==> src/rtl/dac_pkg.sv <==
package dac_pkg;
  typedef enum logic [2:0] {
    ST_FADDR, ST_FREAD, ST_FLATCH, ST_DECODE,
    ST_OPRD, ST_EXEC, ST_INPUT, ST_HALT
  } cpu_state_t;

  typedef enum logic [3:0] {
    OP_HLT, OP_ADD, OP_SUB, OP_STA, OP_LDA,
    OP_BRA, OP_BRZ, OP_BRP, OP_INP, OP_OUT, OP_NOP
  } op_t;
endpackage

==> src/rtl/dac_rst_sync.sv <==
module dac_rst_sync #(
  parameter int STAGES = 2
) (
  input  logic clk,
  input  logic rst_n,
  output logic core_rst_n
);
  logic [STAGES-1:0] sync_q;

  always_ff @(posedge clk or negedge rst_n) begin
    if (!rst_n) sync_q <= '0;
    else        sync_q <= {sync_q[STAGES-2:0], 1'b1};
  end

  assign core_rst_n = sync_q[STAGES-1];
endmodule

==> src/rtl/dac_mem.sv <==
module dac_mem #(
  parameter int WORDS = 100,
  parameter int DW    = 10,
  parameter int AW    = 7
) (
  input  logic          clk,
  input  logic          we,
  input  logic [AW-1:0] waddr,
  input  logic [DW-1:0] wdata,
  input  logic [AW-1:0] raddr,
  output logic [DW-1:0] rdata
);
  logic [DW-1:0] cells [WORDS];
  logic          in_range;

  assign in_range = {1'b0, waddr} < (AW+1)'(WORDS);

  always_ff @(posedge clk) begin
    if (we && in_range) cells[waddr] <= wdata;
  end

  assign rdata = cells[raddr];
endmodule

==> src/rtl/dac_decode.sv <==
module dac_decode
  import dac_pkg::*;
#(
  parameter int WORDS = 100,
  parameter int DW    = 10,
  parameter int AW    = 7
) (
  input  logic [DW-1:0] cir,
  output op_t           op,
  output logic [AW-1:0] opnd
);
  assign opnd = AW'(cir % DW'(WORDS));

  always_comb begin
    case (cir / DW'(WORDS))
      DW'(0): op = OP_HLT;
      DW'(1): op = OP_ADD;
      DW'(2): op = OP_SUB;
      DW'(3): op = OP_STA;
      DW'(5): op = OP_LDA;
      DW'(6): op = OP_BRA;
      DW'(7): op = OP_BRZ;
      DW'(8): op = OP_BRP;
      DW'(9): begin
        if (cir == DW'(9*WORDS + 1))      op = OP_INP;
        else if (cir == DW'(9*WORDS + 2)) op = OP_OUT;
        else                              op = OP_NOP;
      end
      default: op = OP_NOP;
    endcase
  end
endmodule

==> src/rtl/dac_alu.sv <==
module dac_alu #(
  parameter int MAXV = 1000,
  parameter int DW   = 10
) (
  input  logic [DW-1:0] a,
  input  logic [DW-1:0] b,
  input  logic          sub,
  output logic [DW-1:0] res,
  output logic          neg
);
  localparam logic [DW:0] MAXV_E = (DW+1)'(MAXV);

  logic [DW:0] sum_e;
  logic [DW:0] wrap_e;

  assign sum_e  = {1'b0, a} + {1'b0, b};
  assign wrap_e = {1'b0, a} + MAXV_E - {1'b0, b};

  always_comb begin
    if (sub) begin
      neg = a < b;
      res = neg ? DW'(wrap_e) : a - b;
    end else begin
      neg = 1'b0;
      res = (sum_e >= MAXV_E) ? DW'(sum_e - MAXV_E) : DW'(sum_e);
    end
  end
endmodule

==> src/rtl/dec_acc_cpu.sv <==
module dec_acc_cpu
  import dac_pkg::*;
#(
  parameter  int RADIX = 10,
  localparam int WORDS = RADIX * RADIX,
  localparam int MAXV  = WORDS * RADIX,
  localparam int DW    = $clog2(MAXV),
  localparam int AW    = $clog2(WORDS)
) (
  input  logic          clk,
  input  logic          rst_n,
  input  logic          ld_en,
  input  logic [AW-1:0] ld_addr,
  input  logic [DW-1:0] ld_data,
  input  logic          in_valid,
  input  logic [DW-1:0] in_data,
  output logic          in_ready,
  output logic          out_strobe,
  output logic [DW-1:0] out_data,
  output logic          halted
);
  logic core_rst_n;

  cpu_state_t    state_q, state_d;
  logic [AW-1:0] pc_q, pc_d, mar_q, mar_d;
  logic [DW-1:0] mdr_q, mdr_d, cir_q, cir_d, acc_q, acc_d, oval_q, oval_d;
  logic          neg_q, neg_d, stb_q, stb_d;
  logic          pc_en, mar_en, mdr_en, cir_en, acc_en, oval_en;

  op_t           op;
  logic [AW-1:0] opnd;
  logic [DW-1:0] mem_rdata, alu_res;
  logic          alu_neg, core_we, load_we;

  dac_rst_sync #(.STAGES(2)) u_rst (
    .clk(clk), .rst_n(rst_n), .core_rst_n(core_rst_n)
  );

  // the load port is only live while the core is held in reset
  assign load_we = ld_en & ~rst_n;

  dac_mem #(.WORDS(WORDS), .DW(DW), .AW(AW)) u_mem (
    .clk   (clk),
    .we    (load_we | core_we),
    .waddr (load_we ? ld_addr : mar_q),
    .wdata (load_we ? ld_data : mdr_q),
    .raddr (mar_q),
    .rdata (mem_rdata)
  );

  dac_decode #(.WORDS(WORDS), .DW(DW), .AW(AW)) u_dec (
    .cir(cir_q), .op(op), .opnd(opnd)
  );

  dac_alu #(.MAXV(MAXV), .DW(DW)) u_alu (
    .a(acc_q), .b(mdr_q), .sub(op == OP_SUB), .res(alu_res), .neg(alu_neg)
  );

  always_comb begin
    state_d = state_q;
    pc_d    = pc_q;   pc_en   = 1'b0;
    mar_d   = mar_q;  mar_en  = 1'b0;
    mdr_d   = mdr_q;  mdr_en  = 1'b0;
    cir_d   = cir_q;  cir_en  = 1'b0;
    acc_d   = acc_q;  neg_d   = neg_q;  acc_en = 1'b0;
    oval_d  = oval_q; oval_en = 1'b0;
    stb_d   = 1'b0;
    core_we = 1'b0;
    case (state_q)
      ST_FADDR: begin
        mar_d = pc_q; mar_en = 1'b1;
        state_d = ST_FREAD;
      end
      ST_FREAD: begin
        mdr_d = mem_rdata; mdr_en = 1'b1;
        pc_d  = (pc_q == AW'(WORDS-1)) ? '0 : pc_q + 1'b1;
        pc_en = 1'b1;
        state_d = ST_FLATCH;
      end
      ST_FLATCH: begin
        cir_d = mdr_q; cir_en = 1'b1;
        state_d = ST_DECODE;
      end
      ST_DECODE: begin
        state_d = ST_FADDR;
        case (op)
          OP_ADD, OP_SUB, OP_LDA, OP_STA: begin
            mar_d = opnd; mar_en = 1'b1;
            state_d = ST_OPRD;
          end
          OP_BRA: begin pc_d = opnd; pc_en = 1'b1; end
          OP_BRZ: begin pc_d = opnd; pc_en = (acc_q == '0) && !neg_q; end
          OP_BRP: begin pc_d = opnd; pc_en = !neg_q; end
          OP_INP: state_d = ST_INPUT;
          OP_OUT: begin stb_d = 1'b1; oval_d = acc_q; oval_en = 1'b1; end
          OP_HLT: state_d = ST_HALT;
          default: ;
        endcase
      end
      ST_OPRD: begin
        mdr_d  = (op == OP_STA) ? acc_q : mem_rdata;
        mdr_en = 1'b1;
        state_d = ST_EXEC;
      end
      ST_EXEC: begin
        state_d = ST_FADDR;
        case (op)
          OP_LDA:         begin acc_d = mdr_q;   neg_d = 1'b0;    acc_en = 1'b1; end
          OP_ADD, OP_SUB: begin acc_d = alu_res; neg_d = alu_neg; acc_en = 1'b1; end
          OP_STA:         core_we = 1'b1;
          default: ;
        endcase
      end
      ST_INPUT: begin
        if (in_valid) begin
          acc_d = in_data; neg_d = 1'b0; acc_en = 1'b1;
          state_d = ST_FADDR;
        end
      end
      default: state_d = ST_HALT;
    endcase
  end

  always_ff @(posedge clk or negedge core_rst_n) begin
    if (!core_rst_n) begin
      state_q <= ST_FADDR;
      pc_q    <= '0;
      mar_q   <= '0;
      mdr_q   <= '0;
      cir_q   <= '0;
      acc_q   <= '0;
      neg_q   <= 1'b0;
      oval_q  <= '0;
      stb_q   <= 1'b0;
    end else begin
      state_q <= state_d;
      stb_q   <= stb_d;
      if (pc_en)   pc_q   <= pc_d;
      if (mar_en)  mar_q  <= mar_d;
      if (mdr_en)  mdr_q  <= mdr_d;
      if (cir_en)  cir_q  <= cir_d;
      if (acc_en)  begin acc_q <= acc_d; neg_q <= neg_d; end
      if (oval_en) oval_q <= oval_d;
    end
  end

  assign in_ready   = (state_q == ST_INPUT);
  assign halted     = (state_q == ST_HALT);
  assign out_strobe = stb_q;
  assign out_data   = oval_q;
endmodule

==> config.mk <==
export PLATFORM = sky130hd
export DESIGN_NAME = dec_acc_cpu
export DESIGN_NICKNAME = d
export VERILOG_FILES = /design/src/rtl/dac_pkg.sv /design/src/rtl/dac_rst_sync.sv /design/src/rtl/dac_mem.sv /design/src/rtl/dac_decode.sv /design/src/rtl/dac_alu.sv /design/src/rtl/dec_acc_cpu.sv
export SDC_FILE = /design/constraint.sdc
export NUM_CORES = 1
export LEC_CHECK = 0
export BUFFER_PORTS_ARGS = -buffer_cell sky130_fd_sc_hd__buf_2
export CAP_MARGIN = 20
export CORE_MARGIN = 10
export CORE_UTILIZATION = 44
export CTS_CLUSTER_SIZE = 25
export DETAILED_ROUTE_END_ITERATION = 7
export HOLD_SLACK_MARGIN = 0.15
export PLACE_DENSITY = 0.6
export SLEW_MARGIN = 0
export SYNTH_ARGS = -nofsm -noshare
export SYNTH_HDL_FRONTEND = slang
export SYNTH_SLANG_ARGS = --single-unit
==> constraint.sdc <==
create_clock -name clk -period 2.65 [get_ports clk]
set_input_delay 0.265 -clock clk [delete_from_list [all_inputs] [get_ports clk]]
set_output_delay 0.265 -clock clk [all_outputs]
set_load 0.05 [all_outputs]
==> impl_metrics.ini <==
[run_status]
status = complete, but fails checks
violations = setup timing

[critical_path]
arrival_ns = 3.99
endpoint_kind = flop
path_max_fanout = 7
crit_family = compound AO/OA/AOI/OAI gates
timing.critical_path.mode_cell = buf_6
critical-path-max-stage-delay_ns = 0.40
startpoint = cir_q[8]$_DFFE_PN0P_
crit_slowest_cell = dfrtp_2
reg2reg_from = cir_q[8]$_DFFE_PN0P_
cp.required_ns = 3.07
crit_chain = buf_6 -> and2_4 -> a221o_1 -> o211ai_1 -> nand2_1 -> a211oi_4 -> o2111ai_4 -> buf_6 -> nor4_4 -> o21ai_4 -> buf_12 -> clkbuf_16 -> nor3_4 -> buf_4 -> buf_16
worstSetupStartpointType = flop
crit_buf_inv = 6
crit_type = flop to flop

[synth]
syn_nets = 2447
synth_area_leaders = edfxtp_1, mux4_2, dfrtp_1
yosys_most_used_dff = edfxtp_1
yosysSeqAreaShare_pct = 70.4
ys_seq_elements = 1061
synth_area_mm2 = 0.0449
ys_types = 97
async_flop_share_pct = 5.75
synthCells = 2375
avgSynthCellArea_um2 = 18.9
synth_edf_count = 1000
yosys_warnings = 0
synth_top_area_share_pct = 67.0
yosysTopAreaCell = edfxtp_1

[sta]
worst_slack_ns = -0.920
finalHoldViolCount = 0
fin_crit_ns = 3.57
rsz0062_at_grt = yes
holdWs_ns = 0.272
worst_slew_pin_slew_ns = 1.05
maxSlewHeadroom_pct = 30.0
skew_ns = 0.0306
fin_crit_sh_pct = 135
drv_slew = 0
clock.fmax_mhz = 280
finalSetupViolCount = 1050

[detailed_routing]
drc = 0
ant_nets = 0
drt-vias-per-instance = 5.86
wl_per_cell_um = 27.3
drt_iter0_drc = 2941
first_pass_iters = 5
finalWirelength_mm = 120
via_count = 25700

[cells_and_area]
fin_area_mm2 = 0.0577
drive_gt1_share_pct = 41.9
n_fill_cell = 7487
finalNetCount = 2994
syn_to_final_growth_pct = 28.7

[global_route]
grt_util_met3_pct = 2.81
grt.overflow.total = 0
grt_pass1_wl_mm = 178
grt_max_degree = 101
use_met2_pct = 32.2
grtUsageMet1_pct = 29.9
busiest_layer = met2
first_global_vias = 26300
antenna_found_initial = 1
grt_util_all_layers_pct = 20.5

[min_path]
hold_class = primary input to flop
hold_start = ld_data[8]

[placement]
port_buffers = 43
postPlaceCellArea_mm2 = 0.0531
gp_congestion = 0.915
hpwl_mm = 79.3

[power]
cellPowerDensity_mw_per_mm2 = 1190
max-vdd-ir-drop_uv = 734
power_leakage_uw = 0.0201

[clocking]
cts_root_buffer = clkbuf_16
clkLatencyLatePin_ns = 0.70
clock_sinks = 1061
clockBufferDepth = 3
cts_inserted_buffers = 107
path_clk_slew_ns = 0.06
cts_max_level = 3
cts_tree = yes

[floorplan]
die-area_mm2 = 0.115
core_area_mm2 = 0.101
row_count = 117
chipHeight_um = 339
die_w_um = 339
initial_core_util_pct = 44.2
ios = 44

[job]
max_cap_viol_count = 0
[worst min-delay path, stage by stage]
cell and delay [ns]:
buf_2 0.13, nand2_1 0.11, o21ai_4 0.08, buf_12 0.17
[through the flow]
stage / util, % / setup slack, ns / total power, uW / TNS [ns] / std cells
floorplan: - / -0.697 / 37700 / -778.71 / 2375
detailed placement: 52.4 / -1.04 / 51700 / -1032.95 / 4130
global route: 56.9 / -0.988 / 71800 / -943.07 / 4379
CTS: 56.6 / -0.825 / 68300 / -779.24 / 4365
global placement: 52.4 / -0.988 / 51300 / -959.04 / 4130
finish: 56.9 / -0.920 / 68600 / -855.20 / 4380
[power breakdown]
part           internal [uW]  leakage (uW)  switching (uW)  total [uW]
Combinational          14600       0.00848           17200       31900
Clock                   9160       0.00176            6490       15700
Sequential             20400       0.00982             686       21100
[registers in the layout, indices dropped and copies added, names as in the netlist, 3 cells and up]
register     flops
acc_q           10
cir_q           10
mar_q            7
mdr_q           10
out_data        10
pc_q             7
state_q          3
u_mem.cells   1000
[placed cells by master, fill, tap and decap left out, types with 17 or more instances in the layout]
| master | instances |
|---|---|
| mux4_2 | 310 |
| buf_2 | 45 |
| clkbuf_16 | 112 |
| nor2b_1 | 19 |
| dfrtp_1 | 49 |
| bufinv_16 | 17 |
| edfxtp_1 | 1000 |
| inv_1 | 44 |
| clkinv_1 | 27 |
| nand2_1 | 97 |
| buf_6 | 17 |
| buf_4 | 348 |
| a21oi_1 | 35 |
| xnor2_1 | 18 |
| nor2_1 | 50 |
| nand3_1 | 19 |
| buf_12 | 155 |
| mux2i_1 | 25 |
| nand3b_1 | 17 |
| o21ai_0 | 48 |
| nor3_4 | 100 |
| a211oi_1 | 33 |
| ha_1 | 32 |
[per-layer routing]
| layer | vias to the layer above | part of all wire [%] | routed length, um |
|---|---|---|---|
| met5 | - | 0 | 0 |
| met4 | 0 | 2.5 | 3040 |
| met3 | 174 | 6.4 | 7670 |
| met2 | 986 | 47 | 56700 |
| met1 | 13500 | 44 | 52100 |
| li1 | 11000 | - | - |
[worst paths after layout]
| path | to | slack, ns | depth (start not counted) |
|---|---|---|---|
| hold reg to reg | mar_q[6]$_DFFE_PN0P_ | 0.34 | 0 |
| setup / recovery | u_mem.cells[81][2]$_DFFE_PP_ | -0.92 | 15 |
| min in group asynchronous | mar_q[6]$_DFFE_PN0P_ | 0.34 | 0 |
| setup reg to reg | u_mem.cells[81][2]$_DFFE_PP_ | -0.92 | 15 |
| hold / removal | u_mem.cells[88][8]$_DFFE_PP_ | 0.27 | 4 |
| max in group asynchronous | cir_q[9]$_DFFE_PN0P_ | 1.53 | 1 |
[logic make-up (layout without fill, tap and decap cells)]
family                     count (synthesis)  after routing  share of synthesized area (%)
muxes                                    362            362                           16.8
buffers and inverters                    194            830                           1.87
adders and majority gates                 41             41                           1.24
DFF                                     1061           1061                           70.4
other                                      1              2                        0.00836
AOI/OAI and AO/OA                        302            302                           4.78
xor gates and xnor gates                  25             25                          0.488
and+or+nand+nor                          389            389                           4.45
[layout make-up]
| type | count | area, um2 | share of cell area, % |
|---|---|---|---|
| sequential | 1061 | 31600 | 54.7 |
| multi-input combinational | 1120 | 14200 | 24.5 |
| timing repair buffer | 585 | 6430 | 11.1 |
| clock buffer | 116 | 2730 | 4.73 |
| tap | 1368 | 1710 | 2.97 |
| clock inverter | 82 | 928 | 1.61 |
| inverter | 47 | 176 | 0.306 |
| antenna | 1 | 2.50 | 0.00434 |
[Yosys cell counts, drive strengths merged, types with 16 or more instances]
cell type,number
xnor2,18
nand2,99
nand3b,17
o31ai,16
clkbuf,88
ha,35
dfrtp,61
mux2,24
nor2,51
mux4,310
buf,59
edfxtp,1000
nand3,19
o211ai,16
mux2i,28
nor3,118
o21ai,71
a211oi,44
inv,46
a31oi,18
a21oi,39
nor2b,20
o22ai,16
[what timing repair did]
item / 4_1_cts / 5_1_grt
setup buffers: 21 / 12
hold buffers: 14 / 0
pin swaps: 13 / 17
cloned: 2 / 3
endpoints found under the setup margin: 1050 / 1050
endpoints found under the hold margin: 23 / 0
gates resized for setup: 61 / 35
No activity file was read; power rests on OpenSTA's default activity.
